<file path="config.mk">
export PLATFORM = sky130hd
export DESIGN_NAME = ring_capture_ptr
export DESIGN_NICKNAME = d
export VERILOG_FILES = /design/src/rtl/ring_cap_pkg.sv /design/src/rtl/cap_run_ctl.sv /design/src/rtl/cap_chan_seq.sv /design/src/rtl/cap_ring_ptr.sv /design/src/rtl/ring_capture_ptr.sv
export SDC_FILE = /design/constraint.sdc
export NUM_CORES = 1
export LEC_CHECK = 0
export BUFFER_PORTS_ARGS = -buffer_cell sky130_fd_sc_hd__buf_2
export CELL_PAD_IN_SITES_DETAIL_PLACEMENT = 1
export CELL_PAD_IN_SITES_GLOBAL_PLACEMENT = 1
export CORE_MARGIN = 1
export CORE_UTILIZATION = 41
export CTS_CLUSTER_DIAMETER = 60
export DETAILED_ROUTE_END_ITERATION = 16
export HOLD_SLACK_MARGIN = 0.03
export PLACE_DENSITY = 0.89
export SETUP_SLACK_MARGIN = 0.15
export SYNTH_ARGS = -nofsm -noshare
export SYNTH_HDL_FRONTEND = slang
export SYNTH_SLANG_ARGS = --single-unit
</file>
<file path="constraint.sdc">
create_clock -name clk -period 11.3 [get_ports clk]
set_input_delay 3.39 -clock clk [delete_from_list [all_inputs] [get_ports clk]]
set_output_delay 3.39 -clock clk [all_outputs]
set_load 0.03 [all_outputs]
</file>
<file path="src/rtl/ring_cap_pkg.sv">
// Shared types and helpers for the circular capture pointer.
package ring_cap_pkg;

    // Run status of the stream
    typedef enum logic {
        RUN_OFF = 1'b0,
        RUN_ON  = 1'b1
    } run_state_e;

    // Saturate a requested count at a limit
    function automatic int unsigned clamp_count(input int unsigned req, input int unsigned lim);
        return (req > lim) ? lim : req;
    endfunction

endpackage

</file>
<file path="src/rtl/cap_run_ctl.sv">
// Run-state control.
// Turns running on at a sample tick once the host trigger is set and the
// stream has channels. Turns it off between frames once the trigger is
// withdrawn or the channel count is zero.
// Assumes: tick is a single-cycle strobe; busy is high for a whole frame.
module cap_run_ctl
    import ring_cap_pkg::*;
(
    input  logic clk,
    input  logic rst_n,
    input  logic tick,
    input  logic trigger,
    input  logic chans_nz,
    input  logic busy,
    output logic running
);

    run_state_e state_q;

    // Advance the run state: start at a tick, stop only when no frame is active
    always_ff @(posedge clk) begin
        if (!rst_n) begin
            state_q <= RUN_OFF;
        end else begin
            case (state_q)
                RUN_OFF: if (tick && trigger && chans_nz) state_q <= RUN_ON;
                RUN_ON:  if (!busy && (!trigger || !chans_nz)) state_q <= RUN_OFF;
                default: state_q <= RUN_OFF;
            endcase
        end
    end

    assign running = (state_q == RUN_ON);

endmodule

</file>
<file path="src/rtl/cap_chan_seq.sv">
// Channel walker.
// On a start strobe it latches the channel count and steps through
// channels 0..n-1, one per cycle. It flags the last channel so the pointer
// logic can advance. While a walk is in progress, start strobes are ignored.
// Assumes: chans_in is at least 1 whenever go is high.
module cap_chan_seq #(
    parameter int CH_W = 4
) (
    input  logic            clk,
    input  logic            rst_n,
    input  logic            go,
    input  logic [CH_W-1:0] chans_in,
    output logic            busy,
    output logic [CH_W-1:0] chan,
    output logic [CH_W-1:0] n_lat,
    output logic            last
);

    // Last channel of the current frame
    assign last = busy && (chan == n_lat - 1'b1);

    // Walk the channels of one frame
    always_ff @(posedge clk) begin
        if (!rst_n) begin
            busy  <= 1'b0;
            chan  <= '0;
            n_lat <= '0;
        end else if (!busy) begin
            if (go) begin
                busy  <= 1'b1;
                chan  <= '0;
                n_lat <= chans_in;
            end
        end else if (last) begin
            busy <= 1'b0;
            chan <= '0;
        end else begin
            chan <= chan + 1'b1;
        end
    end

endmodule

</file>
<file path="src/rtl/cap_ring_ptr.sv">
// Ring pointer and interrupt countdown.
// At each frame end the pointer steps with a wrap at the buffer size, and
// the countdown steps down. When the countdown expires, it reloads from the
// period and a one-cycle interrupt is raised. Host clear and preset take
// precedence over the frame-end update.
// Assumes: step is high for one cycle per frame.
module cap_ring_ptr #(
    parameter int PTR_W = 16,
    parameter int CNT_W = 16
) (
    input  logic             clk,
    input  logic             rst_n,
    input  logic             step,
    input  logic             ptr_clr,
    input  logic             cnt_preset,
    input  logic [CNT_W-1:0] cnt_preset_val,
    input  logic [PTR_W-1:0] cfg_size,
    input  logic [CNT_W-1:0] cfg_period,
    output logic [PTR_W-1:0] ptr,
    output logic [CNT_W-1:0] cnt,
    output logic             irq
);

    logic [PTR_W:0] ptr_inc;
    logic           wrap;
    logic           expire;

    assign ptr_inc = {1'b0, ptr} + 1'b1;
    assign wrap    = ptr_inc >= {1'b0, cfg_size};
    assign expire  = (cnt <= CNT_W'(1));

    // Ring pointer: host clear, else step with wrap
    always_ff @(posedge clk) begin
        if (!rst_n)       ptr <= '0;
        else if (ptr_clr) ptr <= '0;
        else if (step)    ptr <= wrap ? '0 : ptr_inc[PTR_W-1:0];
    end

    // Countdown: host preset, else decrement or reload on expiry
    always_ff @(posedge clk) begin
        if (!rst_n)          cnt <= '0;
        else if (cnt_preset) cnt <= cnt_preset_val;
        else if (step)       cnt <= expire ? cfg_period : cnt - 1'b1;
    end

    // Interrupt pulse for one cycle after an expiring frame
    always_ff @(posedge clk) begin
        if (!rst_n) irq <= 1'b0;
        else        irq <= step && expire;
    end

endmodule

</file>
<file path="src/rtl/ring_capture_ptr.sv">
// Circular capture pointer with interrupt pacing (top).
// Joins the run control, the channel walker and the pointer/countdown, and
// forms the interleaved write address start + ptr*n + chan.
// Assumes: ticks are spaced at least MAX_CH+1 cycles apart for full rate;
// configuration changes only between frames.
module ring_capture_ptr
    import ring_cap_pkg::*;
#(
    parameter int ADDR_W = 20,
    parameter int PTR_W  = 16,
    parameter int CNT_W  = 16,
    parameter int MAX_CH = 8,
    localparam int CH_W  = $clog2(MAX_CH + 1)
) (
    input  logic              clk,
    input  logic              rst_n,
    input  logic [ADDR_W-1:0] cfg_start,
    input  logic [PTR_W-1:0]  cfg_size,
    input  logic [CNT_W-1:0]  cfg_period,
    input  logic [CH_W-1:0]   cfg_chans,
    input  logic              trigger,
    input  logic              ptr_clr,
    input  logic              cnt_preset,
    input  logic [CNT_W-1:0]  cnt_preset_val,
    input  logic              tick,
    output logic              running,
    output logic [PTR_W-1:0]  cur_ptr,
    output logic [CNT_W-1:0]  cur_cnt,
    output logic              irq,
    output logic              wr_en,
    output logic [CH_W-1:0]   wr_chan,
    output logic [ADDR_W-1:0] wr_addr
);

    logic            chans_nz;
    logic [CH_W-1:0] chans_eff;
    logic            busy;
    logic            last;
    logic            frame_go;
    logic [CH_W-1:0] n_lat;

    assign chans_nz  = (cfg_chans != '0);
    assign chans_eff = CH_W'(clamp_count(32'(cfg_chans), MAX_CH));
    assign frame_go  = tick && running && !busy && trigger && chans_nz;

    cap_run_ctl u_run (
        .clk      (clk),
        .rst_n    (rst_n),
        .tick     (tick),
        .trigger  (trigger),
        .chans_nz (chans_nz),
        .busy     (busy),
        .running  (running)
    );

    cap_chan_seq #(.CH_W(CH_W)) u_seq (
        .clk      (clk),
        .rst_n    (rst_n),
        .go       (frame_go),
        .chans_in (chans_eff),
        .busy     (busy),
        .chan     (wr_chan),
        .n_lat    (n_lat),
        .last     (last)
    );

    cap_ring_ptr #(.PTR_W(PTR_W), .CNT_W(CNT_W)) u_ptr (
        .clk            (clk),
        .rst_n          (rst_n),
        .step           (last),
        .ptr_clr        (ptr_clr),
        .cnt_preset     (cnt_preset),
        .cnt_preset_val (cnt_preset_val),
        .cfg_size       (cfg_size),
        .cfg_period     (cfg_period),
        .ptr            (cur_ptr),
        .cnt            (cur_cnt),
        .irq            (irq)
    );

    // Interleaved address: frame base plus channel offset, modulo 2^ADDR_W
    always_comb begin
        wr_addr = cfg_start + ADDR_W'(cur_ptr) * ADDR_W'(n_lat) + ADDR_W'(wr_chan);
    end

    assign wr_en = busy;

endmodule

</file>
# Word-level counts from Yosys, hierarchy flattened

Index checks and enable logic that the tools add are counted.

Flip-flop bits (word level): 43
Input port bits: 78
Output and inout port bits: 59
Logic and storage cells: 53

Add/subtract/negate cells: 6
Multipliers: 1
Order comparisons: 3
Equal/unequal tests: 1
Multiplexer cells: 14
Bitwise logic cells: 3
Reduce and logical (&&, ||, !) cells: 18

Operators by type and width:

| kind                                                                    | count |
|---|---|
| 16-bit 2-to-1 mux                                                       | 4 |
| 20-bit adder                                                            | 1 |
| 20-bit by 4-bit adder with 20-bit output                                | 1 |
| 16-bit by 4-bit multiplier with 20-bit output                           | 1 |
| 16-bit by 1-bit adder with 17-bit output (second input constant)        | 1 |
| 17-bit by 16-bit >= comparator with 1-bit output                        | 1 |
| 16-bit by 1-bit <= comparator with 1-bit output (second input constant) | 1 |
| 4-bit 2-to-1 mux                                                        | 4 |
| 16-bit by 1-bit subtractor with 16-bit output (second input constant)   | 1 |
| 1-bit logical AND                                                       | 9 |
| 1-bit 2-to-1 mux                                                        | 5 |
| 4-bit by 1-bit adder with 4-bit output (second input constant)          | 1 |
| 4-bit == test                                                           | 1 |
| 4-bit greater-than comparator (second input constant)                   | 1 |
| 2-bit nonzero test                                                      | 2 |
| 4-bit nonzero test                                                      | 1 |
| 4-bit by 1-bit subtractor with 4-bit output (second input constant)     | 1 |
| 1-bit zero test                                                         | 3 |
| 1-bit inverter                                                          | 3 |
| 1-bit case mux with 2 select lines                                      | 1 |
| 2-bit AND reduction                                                     | 1 |
| 2-bit OR reduction                                                      | 1 |
| 1-bit logical OR                                                        | 1 |

# Longest topological paths before layout

Depth after elaboration: 6
Gate-level depth with buffers: 17

# Hierarchy

A second synthesis with hierarchy kept.

Cells, all modules: 733
Area, all modules: 5,848.1 sq um

By module, submodules not included:

| module           | times used | cells each | area each (sq um) |
|---|---|---|---|
| ring_capture_ptr | 1          | 359        | 2,915.3 |
| cap_ring_ptr     | 1          | 315        | 2,411.1 |
| cap_chan_seq     | 1          | 55         | 483.0 |
| cap_run_ctl      | 1          | 4          | 38.8 |

# Worst setup path before layout

OpenSTA, ideal clock, no wires.

Path kind: input -> output
Start: in cfg_start[3]
End: out wr_addr[17]
Arrival time: 7.153 ns
Path slack: 0.757 ns
Cell stages on the path: 11
Buffers on the path: 0
Path through: fa_1 > inv_1 > fa_1 > fa_1 > inv_1 > ha_1 > a211oi_1 > o21bai_1 > a31oi_1 > a21oi_1 > o311ai_0

Longest elaborated chain between the ends: 2

Ends and longest elaborated chain:

| item                                     | line                   | RTL |
|---|---|---|
| start, declared                          | ring_capture_ptr.sv:17 | `input logic [ADDR_W-1:0] cfg_start,` |
| 20-bit adder                             | ring_capture_ptr.sv:83 | `wr_addr = cfg_start + ADDR_W'(cur_ptr) * ADDR_W'(n_lat) + ADDR_W'(wr_chan);` |
| 20-bit by 4-bit adder with 20-bit output | ring_capture_ptr.sv:83 |  |
| end, declared                            | ring_capture_ptr.sv:32 | `output logic [ADDR_W-1:0] wr_addr` |

No other way between the ends.

# Worst setup path after layout

Start: in cfg_start[3]
End: out wr_addr[18]

Same word-level chain as after synthesis.

==> out/metrics.yaml <==
syn2layout_area_growth_pct: 16.3
dr.pass1.iters: 4
ios: 137
synth_ff_type: "dfxtp_1"
worstPathArrival_ns: 7.41
cts_buffers: 5
synth-seq-area-share: 0.150
p_sw_frac: 0.321
wl_per_cell_microns: 16.6
die_area_sq_mm: 0.0144
wirelength_microns: 16500
hpwl_microns: 13700
yosys-top-cells-count: "inv_1, and2_1, ha_1, fa_1, nand2_1"
register_area_sq_um: 861
synth_largest_area_cell: "fa_1"
yosysWarningCount: 0
vias_per_cell: 5.37
whs_ns: 0.505
grt.total_usage: 0.232
antenna_found_initial: 0
grt-ovfl-total: 0
fin_util: 0.495
cts_tree: "done"
hp-class: "flop to flop"
ir_drop_v: 0.0000581
avgSynthCellArea_sq_um: 8.13
postCtsHoldBufs: 0
yosysTopAreaCellShare: 0.175
coreArea_sq_mm: 0.0135
max_freq_ghz: 0.0926
detailroute.via_count: 5344
cts_resized: 0
setup_tns_ns: 0
drt_iter0_markers: 175
grt_pass1_vias: 5778
crit_buf_inv: 4
rsz0062_at_grt: "no"
grt_max_degree: 27
p_per_area_mw_per_mm2: 61.6
fillers: 1714
run_status: "finished clean"
crit_chain: "buf_2 > fa_1 > inv_1 > fa_1 > fa_1 > inv_1 > fa_1 > a211oi_1 > o21ai_0 > a31oi_1 > o31a_1 > o21ai_0 > xor2_1 > buf_2"
grt_pass1_wl_microns: 27200
ys_types: 62
power.leakage_uw: 0.00346
row_count: 42
drc: 0
portBuffers: 136
worst_path_max_delay_cell: "fa_1"
drv_cap: 0
cts_setup_buffers: 0
worst_slew_pin_slew_ns: 0.898
multiInputGateArea_sq_mm: 0.00433
drive_gt1_frac: 0.187
syn_inst: 704
critPathTopFamily: "adder cells"
synth-edff-count: 0
crit_path_frequent_cell: "fa_1"
ys_seq_elements: 43
crit_fanout: 3
cts_htree_levels: 2
clk_pin_slew_ns: 0.07
finalWeightedCongestion: 0.803
cts_buffer_depth: 2
crit_path_end_kind: "primary output"
postPlaceCellArea_sq_mm: 0.00652
min_period_ns: 10.80
root_buffer: "clkbuf_16"
synth_most_common_cell: "inv_1"
insertedDiodeCount: 0
synth_area_leaders: "fa_1, dfxtp_1, ha_1, inv_1, and2_1"
combPwrFrac: 0.253
clock_sinks: 43
intPower_uw: 279
maxSlewViolCount: 0
fin_skew_ns: 0.00754
finalSetupViolCount: 0
final_area_sq_mm: 0.00666
clockPowerShare: 0.351
start_kind: "input port"
finalNetCount: 1003
slew-limit-headroom: 0.401
sequentialPowerShare: 0.396
insertion_delay_ns: 0.29
initial_core_util: 0.426
cp.required_ns: 7.91
ys_async_sr_fraction: 0
syn_area_sq_mm: 0.00573
p_switching_uw: 132
fp.dieW_microns: 120
dieHeight_microns: 120
cpPeakStageDelay_ns: 0.55
hold_violations: 0
critPathKind: "input port to primary output"
fin_crit_sh: 0.956
postRouteAntennaNets: 0
syn_nets: 889
## final timing paths
check | from | cells after the start | end | slack (ns)
max reg2reg | u_ptr.ptr[0] | 13 | u_ptr.ptr[10] | 7.15
max | cfg_start[3] | 14 | wr_addr[18] | 0.50
min reg2reg | u_run.running | 2 | u_run.running | 0.50
min | u_run.running | 2 | u_run.running | 0.50
## per-layer routing
layer / wire, microns / global-route usage / vias up
met5: 0 / 0 / -
met4: 234 / 0.0516 / 0
met3: 634 / 0.0307 / 23
met2: 8350 / 0.431 / 123
met1: 7300 / 0.283 / 2593
li1: - / - / 2605
## flip-flops by register name, summed over array words and instances, names as in the netlist
register and flops:
u_ptr.cnt 16, u_ptr.ptr 16, u_seq.chan 4, u_seq.n_lat 4
u_ptr.irq 1, u_run.running 1, u_seq.busy 1
## kinds of logic (layout without fill, tap and decap cells)
group	Yosys count	after routing	share of synthesized area
mux	6	6	0.0111
fa+ha+maj	107	107	0.299
xor+xnor	37	37	0.0566
simple gates	222	222	0.212
buf+inv	142	257	0.0933
flops	43	43	0.150
compound gates	147	147	0.177
## cell usage in the layout (no fill, tap or decap), drive strengths merged, types with 5 or more instances in the layout
cell type,count
nand2b,6
a21o,10
and3,8
nand2,45
a21oi,33
clkbuf,6
nor2,26
or4,5
o211ai,5
and2,61
a22o,9
o21ai,30
dfxtp,43
inv,112
nor2b,8
buf,137
o21bai,5
a211oi,5
nand4,9
o211a,5
xnor2,20
a21boi,6
nor3b,6
nor3,11
nand3,17
xor2,17
fa,50
ha,57
nor4,8
## through the flow
step / power, uW / setup WS (ns) / instances
floorplan: 231 / 0.757 / 704
global placement: 265 / 0.648 / 987
CTS: 413 / 0.506 / 995
finish: 410 / 0.497 / 995
global route: 431 / 0.264 / 995
detailed placement: 270 / 0.511 / 987
## final cells by class
cell class / count / area share
clock buffer: 6 / 0.0193
multi-input combinational: 519 / 0.650
timing repair buffer: 137 / 0.103
tap: 176 / 0.0331
sequential: 43 / 0.129
inverter: 112 / 0.0631
clock inverter: 2 / 0.00188
## power by group through the flow
stage,Clock (uW),Sequential (uW),Combinational [uW]
floorplan,0,172,59.8
global placement,0,166,99.3
detailed placement,0,166,104
CTS,146,162,104
global route,153,163,115
finish,144,162,104
## worst reg2reg max path: stages (launching register included)
cell and delay [ns]:
dfxtp_1 0.61, ha_1 0.37, nand3_1 0.10, nor2_1 0.25
nand3_1 0.22, nor2_1 0.19, xor2_1 0.24, ha_1 0.29
a21o_1 0.19, a211oi_1 0.23, o211a_1 0.20, nand4_1 0.55
inv_1 0.47, a22o_1 0.19
(Power assumes the default switching activity.)
